File: config.mk
export PLATFORM = sky130hd
export DESIGN_NAME = store_upgrade_ctrl
export DESIGN_NICKNAME = d
export VERILOG_FILES = /design/src/rtl/store_upgrade_ctrl.sv
export SDC_FILE = /design/constraint.sdc
export NUM_CORES = 1
export LEC_CHECK = 0
export BUFFER_PORTS_ARGS = -buffer_cell sky130_fd_sc_hd__buf_2
export CELL_PAD_IN_SITES_DETAIL_PLACEMENT = 0
export CELL_PAD_IN_SITES_GLOBAL_PLACEMENT = 2
export CORE_AREA = 2 2 675 677
export CTS_BUF_LIST = sky130_fd_sc_hd__clkbuf_4 sky130_fd_sc_hd__clkbuf_8 sky130_fd_sc_hd__clkbuf_16
export DETAILED_ROUTE_END_ITERATION = 8
export DIE_AREA = 0 0 677 679
export GPL_ROUTABILITY_DRIVEN = 0
export PLACE_DENSITY_LB_ADDON = 0.1
export REMOVE_ABC_BUFFERS = 1
export SLEW_MARGIN = 20
export SYNTH_ARGS = -nofsm -noshare
export SYNTH_HDL_FRONTEND = slang
export SYNTH_SLANG_ARGS = --single-unit
export TNS_END_PERCENT = 20
File: constraint.sdc
create_clock -name clk -period 4.2 [get_ports clk]
set_clock_uncertainty 0.1 [all_clocks]
set_input_delay 1.05 -clock clk [delete_from_list [all_inputs] [get_ports clk]]
set_output_delay 1.05 -clock clk [all_outputs]
set_load 0.01 [all_outputs]
File: src/rtl/store_upgrade_ctrl.sv
module store_upgrade_ctrl #(
  parameter int ADDR_W     = 32,
  parameter int LINE_BYTES = 64,
  parameter int SETS       = 4
) (
  input  logic                                        clk,
  input  logic                                        rst_n,
  input  logic                                        st_valid,
  output logic                                        st_ready,
  input  logic [ADDR_W-1:0]                           st_addr,
  input  logic [LINE_BYTES*8-1:0]                     st_data,
  input  logic [LINE_BYTES-1:0]                       st_be,
  output logic                                        st_done,
  output logic                                        st_miss,
  output logic                                        ar_valid,
  input  logic                                        ar_ready,
  output logic [ADDR_W-1:0]                           ar_addr,
  output logic [3:0]                                  ar_snoop,
  input  logic                                        r_valid,
  input  logic [1:0]                                  r_resp,
  output logic                                        rack,
  output logic [$clog2(SETS)-1:0]                     lk_idx,
  input  logic [ADDR_W-$clog2(LINE_BYTES)-$clog2(SETS)-1:0] lk_tag,
  input  logic [1:0]                                  lk_state,
  input  logic [LINE_BYTES*8-1:0]                     lk_data,
  output logic                                        wr_en,
  output logic [$clog2(SETS)-1:0]                     wr_idx,
  output logic [1:0]                                  wr_state,
  output logic [LINE_BYTES*8-1:0]                     wr_data
);
  localparam int OFS_W  = $clog2(LINE_BYTES);
  localparam int IDX_W  = $clog2(SETS);
  localparam int TAG_W  = ADDR_W - OFS_W - IDX_W;
  localparam int LINE_W = ADDR_W - OFS_W;
  localparam int DATA_W = LINE_BYTES * 8;
  localparam logic [1:0] ST_INV = 2'd0;
  localparam logic [1:0] ST_SC  = 2'd1;
  localparam logic [1:0] ST_UD  = 2'd3;
  localparam logic [3:0] OP_CLEAN_UNIQUE = 4'b1011;

  typedef enum logic [2:0] {S_IDLE, S_ISSUE, S_WAIT, S_RETRY, S_WRITE, S_ACK} fsm_t;

  fsm_t                  fsm;
  logic [LINE_W-1:0]     sv_line;
  logic [DATA_W-1:0]     sv_data;
  logic [LINE_BYTES-1:0] sv_be;

  logic                  idle;
  logic [LINE_W-1:0]     cur_line;
  logic [DATA_W-1:0]     cur_data;
  logic [LINE_BYTES-1:0] cur_be;
  logic                  hit;
  logic                  local_hit;
  logic                  shared_hit;
  logic                  unused_bits;

  assign idle       = (fsm == S_IDLE);
  assign cur_line   = idle ? st_addr[ADDR_W-1:OFS_W] : sv_line;
  assign cur_data   = idle ? st_data : sv_data;
  assign cur_be     = idle ? st_be : sv_be;
  assign lk_idx     = cur_line[IDX_W-1:0];
  assign hit        = (lk_state != ST_INV) && (lk_tag == cur_line[LINE_W-1:IDX_W]);
  assign local_hit  = idle && st_valid && hit && lk_state[1];
  assign shared_hit = idle && st_valid && hit && (lk_state == ST_SC);
  assign unused_bits = ^{st_addr[OFS_W-1:0], r_resp[0]};

  for (genvar b = 0; b < LINE_BYTES; b++) begin : g_merge
    assign wr_data[8*b +: 8] = cur_be[b] ? cur_data[8*b +: 8] : lk_data[8*b +: 8];
  end

  assign wr_en    = local_hit || (fsm == S_WRITE);
  assign wr_idx   = lk_idx;
  assign wr_state = ST_UD;
  assign st_ready = idle;
  assign st_miss  = idle && st_valid && !hit;
  assign st_done  = local_hit || (fsm == S_ACK);
  assign ar_valid = (fsm == S_ISSUE);
  assign ar_addr  = {sv_line, {OFS_W{1'b0}}};
  assign ar_snoop = OP_CLEAN_UNIQUE;
  assign rack     = (fsm == S_ACK) || (fsm == S_RETRY);

  always_ff @(posedge clk or negedge rst_n) begin
    if (!rst_n) begin
      fsm     <= S_IDLE;
      sv_line <= '0;
      sv_data <= '0;
      sv_be   <= '0;
    end else begin
      case (fsm)
        S_IDLE: if (shared_hit) begin
          sv_line <= st_addr[ADDR_W-1:OFS_W];
          sv_data <= st_data;
          sv_be   <= st_be;
          fsm     <= S_ISSUE;
        end
        S_ISSUE: if (ar_ready) fsm <= S_WAIT;
        S_WAIT:  if (r_valid)  fsm <= r_resp[1] ? S_RETRY : S_WRITE;
        S_RETRY: fsm <= S_ISSUE;
        S_WRITE: fsm <= S_ACK;
        default: fsm <= S_IDLE;
      endcase
    end
  end
endmodule


==> Implementation_results.wiki, run 1 <==
{| class="wikitable"
! Metric !! Value
|-
| Status || complete, but fails checks
|-
| Fmax || approximately 0.2 GHz
|-
| Post-Place Setup Slack || -0.929 ns
|-
| Net switching power figure || 0.0101 W
|-
| Buffer cell driving the clock tree root || sky130_fd_sc_hd__clkbuf_16
|-
| Number of primary I/O pins || 1,713
|-
| Max Transition Viols Final || 0
|-
| IO Port Bufs || 1,693
|-
| Antenna Nets Post-Route || 0
|-
| Number of CTS-inserted buffers || roughly 100
|-
| Library cells used by synthesis || 50
|-
| Part of the total power dissipated in the clock network || a little over a third
|-
| Slew @ Worst Pin || approximately 0.8 ns
|-
| Antenna violations before repair || 404
|-
| Power density over the cells || 445 nW/um2
|-
| Net count of the finished layout || 6,452
|-
| CP required || 3.05 ns
|-
| Die H || 679 um
|-
| Wire length of the first global-routing pass || 382 mm
|-
| Max VDD drop || 290 uV
|-
| Syn. warnings || 0
|-
| CP Capture Point || wr_en
|-
| Via count of the first global-routing pass || approximately 36,000
|-
| Initial standard-cell utilization of the core || 7.08%
|-
| Top cell type's share of synthesized area || a little under half
|-
| Residual DRC || 0
|-
| Area of the die || 460,000 um2
|-
| Min setup slack post-route || -0.835 ns
|-
| Count of state elements after synthesis || just over 600
|-
| Crit. Startpoint || fsm[1]
|-
| Share of final-layout standard cells stronger than drive strength 1 || 49.0%
|-
| Hold_buf cts || 0
|-
| Leading cell type by number of instances after synthesis || sky130_fd_sc_hd__nor2_1
|-
| Half-perimeter wire length after detailed placement || 255 mm
|-
| Largest net degree at the start of global routing || 53
|-
| Worst slew margin || a little under half
|-
| Number of max-capacitance violations reported || 0
|-
| Num rows || 247
|-
| Fill cell count || roughly 52,000
|-
| WL final || 299 mm
|-
| Setup Crit Path Kind || register to output pin
|-
| Crit path cell chain || or3_4 -> buf_6 -> buf_4 -> a2111oi_4 -> a211oi_1 -> or4_4 -> or4_4 -> o22ai_4 -> buf_6 -> buf_6
|-
| Area growth syn-to-layout || 77.2%
|-
| Sequential cell fraction of total power || 23.2%
|-
| Commonest register cell after synthesis || sky130_fd_sc_hd__dfrtp_1
|-
| Number of flops mapped to enable cells by yosys || 0
|-
| List of most frequent post-synthesis cells || sky130_fd_sc_hd__nor2_1 (1,028), sky130_fd_sc_hd__dfrtp_1 (605), sky130_fd_sc_hd__mux2_1 (570), sky130_fd_sc_hd__o22ai_1 (519), sky130_fd_sc_hd__nand2_1 (203)
|-
| Async set-or-reset flop fraction in the synthesized netlist || 100%
|-
| Iteration-0 DRC Markers || about 1,300
|-
| Portion of the post-synthesis area used by sequential elements || between 40% and 50%
|-
| Net switching share of the total power || 40.1%
|-
| Worst Hold Slack || 0.216 ns
|-
| Biggest area contributors in the synthesized netlist || sky130_fd_sc_hd__dfrtp_1 (47%), sky130_fd_sc_hd__mux2_1 (20%), sky130_fd_sc_hd__nor2_1 (12%)
|-
| CTS tree || built
|-
| Number of endpoints failing setup at the final stage || 491
|-
| Area inside the core boundary || 452,000 um2
|-
| RSZ-0062 raised after global routing || true
|-
| Buffer levels on the longest clock path || 4
|-
| Clock slew at reported path FFs || 0.07 ns
|-
| Mean routed wirelength per cell || around 26 um
|-
| Horiz. Die Dim || 677 um
|-
| Violations in the final reports || setup timing
|-
| Number of H-tree levels || 3
|-
| Post-synth design cell area || 32,000 um2
|-
| Internal cell power || 0.0151 W
|-
| Logic depth of the worst setup path including buffers || 10
|-
| CP bufs+invs || 4
|-
| Critical path fanouts, max || 3
|-
| Combined global-route utilization of all metal layers || between 10% and 20%
|-
| Logic pwr share || a little over two fifths
|-
| Number of failing hold endpoints at the final stage || 0
|-
| Number of standard cells after synthesis || 3,168
|-
| Clock Sink Count || 605
|-
| Leakage power figure || 27.6 nW
|-
| Total overflow reported by the global router || 0
|-
| Setup slack of the worst register-to-register path || about 0.26 ns
|-
| Critical Path AT || between 3 and 4 ns
|-
| R2R Path Start || fsm[1]
|-
| Startpoint type of the worst setup path || register
|-
| Accumulated negative setup slack || -85.04 ns
|-
| Worst r2r dst || sv_data[209]
|-
| Minimum clock period || 5.04 ns
|-
| Dominant cell type by area after synthesis || sky130_fd_sc_hd__dfrtp_1
|-
| Path depth of the worst reg2reg path || 12
|-
| Via-to-Cell Ratio || between 3 and 4
|-
| Clock latency reported for the late side of the worst-skew pair || 0.84 ns
|-
| Number of vias in the routed layout || between 30,000 and 40,000
|-
| Dominant delay contributor by cell family on the critical path || simple AND/OR/NAND/NOR gates
|-
| Library cell appearing most often on the critical path || sky130_fd_sc_hd__buf_6
|-
| First drt pass iteration count || 4
|-
| Setup crit end kind || output pin
|-
| Post-route clock period utilization || 120%
|-
| Crit path max-delay cell type || sky130_fd_sc_hd__or4_4
|-
| Min-delay worst type || input pin to async pin
|-
| Average footprint of a synthesized cell || 10.1 um2
|-
| Critical Path Max Stage Delay || 0.55 ns
|}
-- power groups by stage --
stage,Combinational [W],Sequential [W],Clock (W)
4_1_cts,0.0103,0.00584,0.00931
6_report,0.0106,0.00584,0.00875
3_5_place_dp,0.00959,0.00594,0
2_1_floorplan,0.00296,0.00595,0
5_1_grt,0.0116,0.00584,0.00945
3_3_place_gp,0.00967,0.00594,0
-- registers in the layout, summed over array words and instances, names as in the netlist --
name	flops
sv_data	512
fsm	3
sv_be	64
sv_line	26
-- layout by cell type, fill, tap and decap left out, drive strengths merged, types with 2 or more instances in the layout --
cell type  instances
bufinv             2
inv               15
or3                3
o21ai              6
clkbuf           164
nand2            205
nor2            1028
nand2b             4
nor2b              8
buf             2111
nor4               3
diode             64
nor3               5
a2111oi            3
xnor2              8
mux2i              9
o221ai             3
nand3              4
dfrtp            605
or4                2
o2bb2ai            2
clkinv             5
a211oi             2
o22ai            519
conb              12
o2111ai            3
xor2               7
mux2             601
a21oi              4
o211ai             4
-- area by class of cell --
| class | instances | area, um2 | area share [%] |
|---|---|---|---|
| clock buffers | 160 | 3200 | 5.65 |
| repair buffers | 2115 | 13300 | 23.4 |
| inverters | 14 | 65.1 | 0.115 |
| well taps | 5976 | 7480 | 13.2 |
| multi-input cells | 2459 | 17200 | 30.4 |
| flip-flops and latches | 605 | 15100 | 26.7 |
| diodes | 64 | 160 | 0.283 |
| clock inverters | 8 | 97.6 | 0.172 |
-- what timing repair did --
item                                    4_1_cts  5_1_grt
resized for setup                           276      398
hold endpoints to repair                      0        0
buffers inserted                             23       38
gates cloned                                  1        7
pin swaps                                    52       68
endpoints found under the setup margin     1118      522
-- metrics by stage --
stage               util [%]  area, um2  std cells  total power [W]
floorplan                  -      30600       3076          0.00891
global placement        11.1      49900      11100           0.0156
detailed placement      11.1      49900      11100           0.0155
CTS                     12.1      54500      11300           0.0254
global route            12.5      56500      11400           0.0269
finish                  12.5      56600      11400           0.0252
-- kinds of logic after synthesis --
| family | after synthesis | share of synthesized area (%) |
|---|---|---|
| and+or+nand+nor | 1265 | 15.1 |
| muxes | 610 | 21.5 |
| DFF | 605 | 47.4 |
| AOI/OAI and AO/OA | 555 | 11.1 |
| buffers and inverters | 116 | 4.58 |
| xor gates and xnor gates | 15 | 0.411 |
| other | 2 | 0.0235 |
-- worst min path at each step --
stage	from	endpoint	slack [ns]	cells past startpoint
after floorplan	sv_be[0]	sv_be[0]	0.36	1
after global routing	rst_n	sv_data[89]	0.18	1
after CTS	rst_n	sv_data[89]	0.13	1
after detailed placement	sv_be[39]	sv_be[39]	0.37	1
after global placement	sv_be[12]	sv_be[12]	0.37	1
final	rst_n	sv_data[89]	0.22	1
-- per-layer routing --
metal,wire length [um],track usage (%),vias to the layer above,part of all wire [%]
li1,-,-,15700,-
met1,112000,13.4,16900,38
met2,155000,23.4,1468,52
met3,23100,4.57,794,7.7
met4,7420,1.89,174,2.5
met5,1090,0,-,0.37
Power figures use the tool's default switching activity.
==> run 2: changes to the inputs <==
--- a/config.mk
+++ b/config.mk
@@ -10,6 +10,7 @@
 export CELL_PAD_IN_SITES_GLOBAL_PLACEMENT = 2
 export CORE_AREA = 2 2 675 677
 export CTS_BUF_LIST = sky130_fd_sc_hd__clkbuf_4 sky130_fd_sc_hd__clkbuf_8 sky130_fd_sc_hd__clkbuf_16
+export CTS_CLUSTER_DIAMETER = 40
 export DETAILED_ROUTE_END_ITERATION = 8
 export DIE_AREA = 0 0 677 679
 export GPL_ROUTABILITY_DRIVEN = 0
==> constraint.sdc (replaced) <==
create_clock -name clk -period 4.2 [get_ports clk]
set_clock_uncertainty 0.1 [all_clocks]
set_input_delay 1.05 -clock clk [delete_from_list [all_inputs] [get_ports clk]]
set_output_delay 1.05 -clock clk [all_outputs]
set_load 0.05 [all_outputs]
==> run 2 against run 1 <==
Compared with the run above:
- the flow still finishes with violations (setup timing)
- die area unchanged
- cell count grew 2.9%
- first-iteration DRC count grew 1.9%
- clock power is 92% higher
- via count up 3.6%
- critical path depth up 1
- clock-buffer cell count rose by 226
- global-route usage up 0.20 points
- worst hold slack got worse by 0.079 ns
- register-to-register slack got worse by 0.21 ns
- largest cell class unchanged
- largest power group unchanged
- highest routed layer unchanged
==> Implementation_results.wiki, run 2 (synthesized netlist as in run 1, its figures left out) <==
{| class="wikitable"
! Metric !! Value
|-
| Number of CTS-inserted buffers || 236 (+130%)
|-
| Most used cells in the layout excluding fill and tap cells || sky130_fd_sc_hd__buf_2 (1,375), sky130_fd_sc_hd__nor2_1 (915), sky130_fd_sc_hd__dfrtp_1 (605), sky130_fd_sc_hd__mux2_1 (570), sky130_fd_sc_hd__o22ai_1 (434)
|-
| Fmax || 0.186 GHz (-6.6%)
|-
| Area inside the core boundary || 452,000 um2 (unchanged)
|-
| Worst slew margin || 39.5% (-6.2 points)
|-
| Leakage power figure || 31.6 nW (+14%)
|-
| First drt pass iteration count || 4 (unchanged)
|-
| Post-layout utilization of the core || 14.5% (+2.0 points)
|-
| Via-to-Cell Ratio || 3.10 (+0.77%)
|-
| Post-route clock period utilization || 128% (+8.4 points)
|-
| Max VDD drop || 343 uV (+19%)
|-
| Hold_buf cts || 0 (unchanged)
|-
| Crit path cell chain || or3_4 -> inv_12 -> buf_6 -> buf_16 -> mux2i_4 -> xnor2_2 -> or4_4 -> or4_4 -> o22ai_4 -> buf_6 -> buf_12
|-
| Wire length of the first global-routing pass || 389 mm (+1.9%)
|-
| Initial standard-cell utilization of the core || 7.08% (unchanged)
|-
| Antenna Nets Post-Route || 0 (unchanged)
|-
| Horiz. Die Dim || 677 um (unchanged)
|-
| Status || complete, but fails checks
|-
| Number of max-capacitance violations reported || 0 (unchanged)
|-
| WL final || 303 mm (+1.5%)
|-
| Critical Path AT || 4.24 ns (+0.35 ns)
|-
| Area growth syn-to-layout || 105%
|-
| CP bufs+invs || 5 (+1)
|-
| Minimum clock period || 5.39 ns (+0.354 ns)
|-
| Slew @ Worst Pin || 0.907 ns (+0.0936 ns)
|-
| Buffer levels on the longest clock path || 4 (unchanged)
|-
| Net count of the finished layout || 6,647 (+3.0%)
|-
| Top reg by flops || sv_data
|-
| Num rows || 247 (unchanged)
|-
| IO Port Bufs || 1,693 (unchanged)
|-
| Critical Path Max Stage Delay || 0.57 ns (+0.02 ns)
|-
| Clock latency reported for the late side of the worst-skew pair || 0.89 ns (+0.05 ns)
|-
| Min-delay worst type || input pin to async pin
|-
| Setup crit end kind || output pin
|-
| RSZ-0062 raised after global routing || true
|-
| Buffer cell driving the clock tree root || sky130_fd_sc_hd__clkbuf_16
|-
| Most common cell after layout, fill and taps aside || sky130_fd_sc_hd__buf_2
|-
| Clock Sink Count || 605 (unchanged)
|-
| Number of H-tree levels || 4 (+1)
|-
| Die H || 679 um (unchanged)
|-
| Half-perimeter wire length after detailed placement || 253 mm (-0.67%)
|-
| CTS tree || built
|-
| Share of final-layout standard cells stronger than drive strength 1 || 51.9% (+3.0 points)
|-
| Area of the die || 460,000 um2 (unchanged)
|-
| Mean routed wirelength per cell || 25.9 um (-1.3%)
|-
| Largest net degree at the start of global routing || 58 (+9.4%)
|-
| Number of endpoints failing setup at the final stage || 514 (+4.7%)
|-
| Clock slew at reported path FFs || 0.04 ns (-0.03 ns)
|-
| Critical path fanouts, max || 4 (+1)
|-
| Crit path max-delay cell type || sky130_fd_sc_hd__or4_4
|-
| Number of failing hold endpoints at the final stage || 0 (unchanged)
|-
| Dominant delay contributor by cell family on the critical path || simple AND/OR/NAND/NOR gates
|-
| Setup Crit Path Kind || register to output pin
|-
| Residual DRC || 0 (unchanged)
|-
| Antenna violations before repair || 403 (-0.25%)
|-
| Number of primary I/O pins || 1,713 (unchanged)
|-
| Min setup slack post-route || -1.19 ns (-0.354 ns)
|-
| Total power consumption of the routed design || 0.0398 W (+58%)
|-
| CP required || 3.05 ns (about the same)
|-
| Violations in the final reports || setup timing
|-
| Iteration-0 DRC Markers || 1,290 (+1.9%)
|-
| Combined global-route utilization of all metal layers || 12.7% (+0.20 points)
|-
| Startpoint type of the worst setup path || register
|-
| Via count of the first global-routing pass || 38,000 (+4.2%)
|-
| Max Transition Viols Final || 0 (unchanged)
|-
| Biggest registers after layout || sv_data x512, sv_be x64, sv_line x26
|-
| Power density over the cells || 607 nW/um2 (+36%)
|-
| Total overflow reported by the global router || 0 (unchanged)
|-
| Number of flip-flops under the largest register name || 512 (unchanged)
|-
| Number of vias in the routed layout || 36,400 (+3.6%)
|}
run 2: changes by cell type in the layout (fill, tap and decap cells not counted), moves of 14 or more:
cell,change
sky130_fd_sc_hd__buf_12,+215
sky130_fd_sc_hd__diode_2,+19
sky130_fd_sc_hd__clkbuf_4,+47
sky130_fd_sc_hd__buf_2,-234
sky130_fd_sc_hd__clkbuf_16,+129
sky130_fd_sc_hd__buf_6,+55
sky130_fd_sc_hd__clkinv_2,+14
sky130_fd_sc_hd__clkbuf_8,+57
sky130_fd_sc_hd__nor2_4,+18
run 2: path summary, 6_finish.rpt:
path,from,to,slack [ns],cells after the start
worst max register to register,fsm[1],sv_data[322],0.05,14
max in group asynchronous,rst_n,sv_data[511],2.69,2
worst min register to register,sv_be[5],sv_be[5],0.38,1
min in group clk,st_data[10],sv_data[10],0.29,2
worst min-delay path,rst_n,sv_data[283],0.14,1
worst max-delay path,fsm[1],wr_en,-1.19,11
run 2: per-layer routing:
metal | vias up | routed length, um | GRT usage, %
met3 | 882 | 24400 | 4.77
met2 | 1625 | 156000 | 23.4
li1 | 16300 | - | -
met5 | - | 1130 | 0
met1 | 17400 | 113000 | 13.7
met4 | 170 | 7910 | 2.48
run 2: layout make-up:
type	count	area (um2)
antenna	83	208
tap	5976	7480
timing repair buffer	2177	17300
fill	51500	386000
inverter	14	65.1
sequential	605	15100
clock buffer	386	7550
clock inverter	25	231
multi-input combinational	2460	17600
run 2: worst reg2reg max path, delay by kind of cell, from the launching register on:
kind	cells	cell delay, ns
buffers and inverters	8	1.68
and+or+nand+nor	4	1.22
DFF	1	0.36
AOI/OAI and AO/OA	1	0.23
muxes	1	0.36
run 2: power breakdown:
group          switching [W]  leakage, nW  internal, W
registers         0.00000205         8.45      0.00586
clock network        0.00490         3.94       0.0119
logic                 0.0111         19.2      0.00596
total                 0.0160         31.6       0.0238
run 2: stage by stage:
stage | cell area, um2 | hold slack, ns | setup WS (ns) | TNS, ns | instances
floorplan | 30600 | 0.358 | -36.89 | - | 3076
global placement | 53300 | 0.367 | -1.58 | -252.30 | 11100
detailed placement | 53300 | 0.375 | -1.56 | -251.52 | 11100
CTS | 63000 | 0.0597 | -1.57 | -296.11 | 11600
global route | 65400 | 0.0920 | -1.40 | -281.55 | 11700
finish | 65600 | 0.137 | -1.19 | -125.65 | 11700
run 2: what timing repair did:
item / CTS / global route
cloned: 6 / 5
gates resized for setup: 342 / 526
endpoints found under the setup margin: 1119 / 847
pin swaps: 64 / 78
setup buffers: 37 / 57
==> run 3: changes to the inputs <==
--- a/config.mk
+++ b/config.mk
@@ -5,14 +5,15 @@
 export SDC_FILE = /design/constraint.sdc
 export NUM_CORES = 1
 export LEC_CHECK = 0
+export ABC_AREA = 1
 export BUFFER_PORTS_ARGS = -buffer_cell sky130_fd_sc_hd__buf_2
 export CELL_PAD_IN_SITES_DETAIL_PLACEMENT = 0
 export CELL_PAD_IN_SITES_GLOBAL_PLACEMENT = 2
-export CORE_AREA = 2 2 675 677
+export CORE_AREA = 2 2 661 663
 export CTS_BUF_LIST = sky130_fd_sc_hd__clkbuf_4 sky130_fd_sc_hd__clkbuf_8 sky130_fd_sc_hd__clkbuf_16
 export CTS_CLUSTER_DIAMETER = 40
 export DETAILED_ROUTE_END_ITERATION = 8
-export DIE_AREA = 0 0 677 679
+export DIE_AREA = 0 0 663 665
 export GPL_ROUTABILITY_DRIVEN = 0
 export PLACE_DENSITY_LB_ADDON = 0.1
 export REMOVE_ABC_BUFFERS = 1
==> run 3 against run 2 <==
Compared with the run above:
- the flow still finishes with violations (setup timing)
- routed wire length is 7.9% higher
- sequential share of layout area is 2.2 points lower
- sequential power hardly changed
- global-route usage is 1.2 points higher
- via count is 26% higher
- first-iteration DRC count is 44% higher
- clock-buffer cell count is 19 higher
- synthesized cell count is 65% higher
- register-to-register slack better by 0.28 ns
- die area is 4.1% lower
- worst hold slack worse by 0.072 ns
- non-clock buffer count is 117 higher
- critical path type unchanged
- critical endpoint unchanged
- largest cell class unchanged
- highest routed layer unchanged
==> Implementation_results.wiki, run 3 <==
{| class="wikitable"
! Metric !! Value
|-
| GR Util met1 || 15.0% (+1.4 points)
|-
| Minimum clock period || 4.36 ns (-1.03 ns)
|-
| Post-synth design cell area || 35,800 um2 (+12%)
|-
| Total overflow reported by the global router || 0 (unchanged)
|-
| Net switching share of the total power || 51.7% (+11 points)
|-
| Top cell type's share of synthesized area || 42.3% (-5.1 points)
|-
| Violations in the final reports || setup timing
|-
| Number of H-tree levels || 5 (+1)
|-
| Hold_buf cts || 0 (unchanged)
|-
| Number of CTS-inserted buffers || 263 (+11%)
|-
| Syn. warnings || 0 (unchanged)
|-
| GRT met2 Usage || 24.6% (+1.2 points)
|-
| Number of max-capacitance violations reported || 0 (unchanged)
|-
| Internal cell power || 0.0388 W (+63%)
|-
| Biggest registers after layout || sv_data x512, sv_be x64, sv_line x26
|-
| Area growth syn-to-layout || 102%
|-
| Layer with the highest usage || met2
|-
| Net switching power figure || 0.0416 W (+160%)
|-
| WL final || 327 mm (+7.9%)
|-
| Average footprint of a synthesized cell || 6.87 um2 (-32%)
|-
| Area inside the core boundary || 433,000 um2 (-4.1%)
|-
| Min setup slack post-route || -0.163 ns (+1.03 ns)
|-
| Clock slew at reported path FFs || 0.04 ns (about the same)
|-
| Setup Crit Path Kind || register to output pin
|-
| Number of endpoints failing setup at the final stage || 192 (-63%)
|-
| Part of the total power dissipated in the clock network || 22.9% (-19 points)
|-
| Die H || 665 um (-2.1%)
|-
| RSZ-0062 raised after global routing || true
|-
| Iteration-0 DRC Markers || 1,859 (+44%)
|-
| Antenna Nets Post-Route || 0 (unchanged)
|-
| Wire length of the first global-routing pass || 418 mm (+7.4%)
|-
| Net count of the finished layout || 8,591 (+29%)
|-
| Max VDD drop || 432 uV (+26%)
|-
| Power density over the cells || 1110 nW/um2 (+83%)
|-
| Leakage power figure || 36.2 nW (+15%)
|-
| Dominant cell type by area after synthesis || sky130_fd_sc_hd__dfrtp_1
|-
| Number of flip-flops under the largest register name || 512 (unchanged)
|-
| Post-route clock period utilization || 104% (-24 points)
|-
| Number of failing hold endpoints at the final stage || 0 (unchanged)
|-
| Combined global-route utilization of all metal layers || 13.9% (+1.2 points)
|-
| Clock Sink Count || 605 (unchanged)
|-
| Via count of the first global-routing pass || 45,600 (+20%)
|-
| Most used cells in the layout excluding fill and tap cells || sky130_fd_sc_hd__buf_2 (1,383), sky130_fd_sc_hd__nand2_1 (1,154), sky130_fd_sc_hd__nor2_1 (1,022), sky130_fd_sc_hd__inv_1 (644), sky130_fd_sc_hd__dfrtp_1 (605)
|-
| List of most frequent post-synthesis cells || sky130_fd_sc_hd__nand2_1 (1,214), sky130_fd_sc_hd__nor2_1 (1,138), sky130_fd_sc_hd__inv_1 (644), sky130_fd_sc_hd__dfrtp_1 (605), sky130_fd_sc_hd__a31oi_1 (512)
|-
| CP required || 3.05 ns (about the same)
|-
| Number of primary I/O pins || 1,713 (unchanged)
|-
| Critical path fanouts, max || 8 (+4)
|-
| Count of state elements after synthesis || 605 (unchanged)
|-
| Via-to-Cell Ratio || 3.41 (+9.9%)
|-
| Antenna violations before repair || 407 (+0.99%)
|-
| Fill cell count || 49,500 (-3.8%)
|-
| Async set-or-reset flop fraction in the synthesized netlist || 100% (unchanged)
|-
| Most common cell after layout, fill and taps aside || sky130_fd_sc_hd__buf_2
|-
| Share of final-layout standard cells stronger than drive strength 1 || 43.2% (-8.8 points)
|-
| Fmax || 0.229 GHz (+24%)
|-
| Clock latency reported for the late side of the worst-skew pair || 0.85 ns (-0.04 ns)
|-
| Number of vias in the routed layout || 45,800 (+26%)
|-
| Slew @ Worst Pin || 0.955 ns (+0.0472 ns)
|-
| Half-perimeter wire length after detailed placement || 242 mm (-4.4%)
|-
| Area of the die || 441,000 um2 (-4.1%)
|-
| Post-layout utilization of the core || 16.7% (+2.2 points)
|-
| Critical Path AT || 3.21 ns (-1.03 ns)
|-
| Min-delay worst type || input pin to async pin
|-
| Largest net degree at the start of global routing || 152 (+160%)
|-
| CTS tree || built
|-
| Worst Hold Slack || 0.0642 ns (-0.0724 ns)
|-
| IO Port Bufs || 1,693 (unchanged)
|-
| Buffer levels on the longest clock path || 4 (unchanged)
|-
| Storage element area || 15,100 um2 (unchanged)
|-
| Portion of the post-synthesis area used by sequential elements || 42.3% (-5.1 points)
|-
| Horiz. Die Dim || 663 um (-2.1%)
|-
| Number of flops mapped to enable cells by yosys || 0 (unchanged)
|-
| Library cells used by synthesis || 24 (-52%)
|-
| Startpoint type of the worst setup path || register
|-
| Leading cell type by number of instances after synthesis || sky130_fd_sc_hd__nand2_1
|-
| Status || complete, but fails checks
|-
| Top reg by flops || sv_data
|-
| Num rows || 242 (-2.0%)
|-
| Initial standard-cell utilization of the core || 8.27% (+1.2 points)
|-
| First drt pass iteration count || 5 (+1)
|-
| Commonest register cell after synthesis || sky130_fd_sc_hd__dfrtp_1
|-
| Max Transition Viols Final || 0 (unchanged)
|-
| Mean routed wirelength per cell || 24.4 um (-5.7%)
|-
| Sequential cell fraction of total power || 7.3% (-7.4 points)
|-
| Number of standard cells after synthesis || 5,212 (+65%)
|-
| Worst slew margin || 35.7% (-3.8 points)
|-
| Setup crit end kind || output pin
|-
| Residual DRC || 0 (unchanged)
|-
| Met3 demand-to-capacity share in global routing || 4.89% (+0.11 points)
|-
| Biggest area contributors in the synthesized netlist || sky130_fd_sc_hd__dfrtp_1 (42%), sky130_fd_sc_hd__nand2_1 (13%), sky130_fd_sc_hd__nor2_1 (12%)
|-
| Buffer cell driving the clock tree root || sky130_fd_sc_hd__clkbuf_16
|-
| Area of the multi-input gates || 19,600 um2 (+12%)
|-
| Logic pwr share || 69.7% (+27 points)
|}
[run 3: cells by family (layout without fill, tap and decap cells)]
group	count (synthesis)	after routing	synth area share, %
other	2	77	0.0210
DFF	605	605	42.3
AOI/OAI and AO/OA	1185	1188	20.0
and+or+nand+nor	2426	2427	25.8
buffers and inverters	994	3388	11.8
[run 3: through the flow]
| step | std cells | setup slack (ns) | area [um2] | TNS [ns] | power, W |
|---|---|---|---|---|---|
| finish | 13400 | -0.163 | 72400 | -7.96 | 0.0804 |
| global route | 13400 | -0.432 | 72300 | -99.42 | 0.0843 |
| CTS | 13200 | -0.417 | 68700 | -131.10 | 0.0780 |
| detailed placement | 12600 | 0.0764 | 55100 | 0 | 0.0511 |
| global placement | 12600 | 0.0527 | 55100 | 0 | 0.0514 |
| floorplan | 4874 | -44.94 | 34000 | - | 0.0218 |
[run 3: cell type report]
class                   instances  area share [%]
diodes                         65           0.225
clock buffers                 405            11.1
clock inverters                42           0.605
inverters                     646            3.39
multi-input cells            3627            27.1
flip-flops and latches        605            20.9
well taps                    5734            9.91
repair buffers               2294            26.8
repair inverters                1          0.0225
[run 3: power groups by stage]
stage	sequential (W)	combinational (W)	clock (W)
6_report	0.00588	0.0561	0.0184
5_1_grt	0.00588	0.0590	0.0194
4_1_cts	0.00588	0.0530	0.0191
3_5_place_dp	0.00596	0.0451	0
3_3_place_gp	0.00596	0.0454	0
2_1_floorplan	0.00596	0.0159	0
[run 3: path summary, 6_finish.rpt]
check                        startpoint            to  slack, ns  cells after the start
setup / recovery                 fsm[0]         wr_en      -0.16                     15
hold / removal                    rst_n  sv_data[334]       0.06                      1
setup reg to reg                 fsm[0]  sv_data[161]       0.33                     17
hold reg to reg            sv_data[492]  sv_data[492]       0.40                      2
max in group asynchronous         rst_n   sv_data[30]       2.68                      2
min in group clk            st_data[58]   sv_data[58]       0.35                      3
[run 3: per-layer routing]
layer / vias to the layer above / wire (um)
met5: - / 1100
met4: 174 / 14200
met3: 958 / 24100
met2: 1834 / 163000
met1: 21500 / 125000
li1: 21300 / -
[run 3: critical path, stage by stage (launching register included)]
cell	delay, ns
sky130_fd_sc_hd__dfrtp_1	0.40
sky130_fd_sc_hd__nor2_4	0.19
sky130_fd_sc_hd__buf_6	0.13
sky130_fd_sc_hd__buf_6	0.09
sky130_fd_sc_hd__buf_12	0.13
sky130_fd_sc_hd__nand3_1	0.09
sky130_fd_sc_hd__nand3_2	0.10
sky130_fd_sc_hd__nand2_2	0.08
sky130_fd_sc_hd__nor2_1	0.11
sky130_fd_sc_hd__nand4_1	0.19
sky130_fd_sc_hd__nor3_2	0.21
sky130_fd_sc_hd__nand2_2	0.09
sky130_fd_sc_hd__nor2_4	0.15
sky130_fd_sc_hd__nand3_4	0.14
sky130_fd_sc_hd__nand2_4	0.12
sky130_fd_sc_hd__buf_12	0.13
[run 3: repair_timing]
| item | in CTS | in global routing |
|---|---|---|
| pin swaps | 25 | 40 |
| setup endpoints to repair | 519 | 519 |
| gates cloned | 47 | 33 |
| resized for setup | 645 | 515 |
| setup buffers | 142 | 125 |
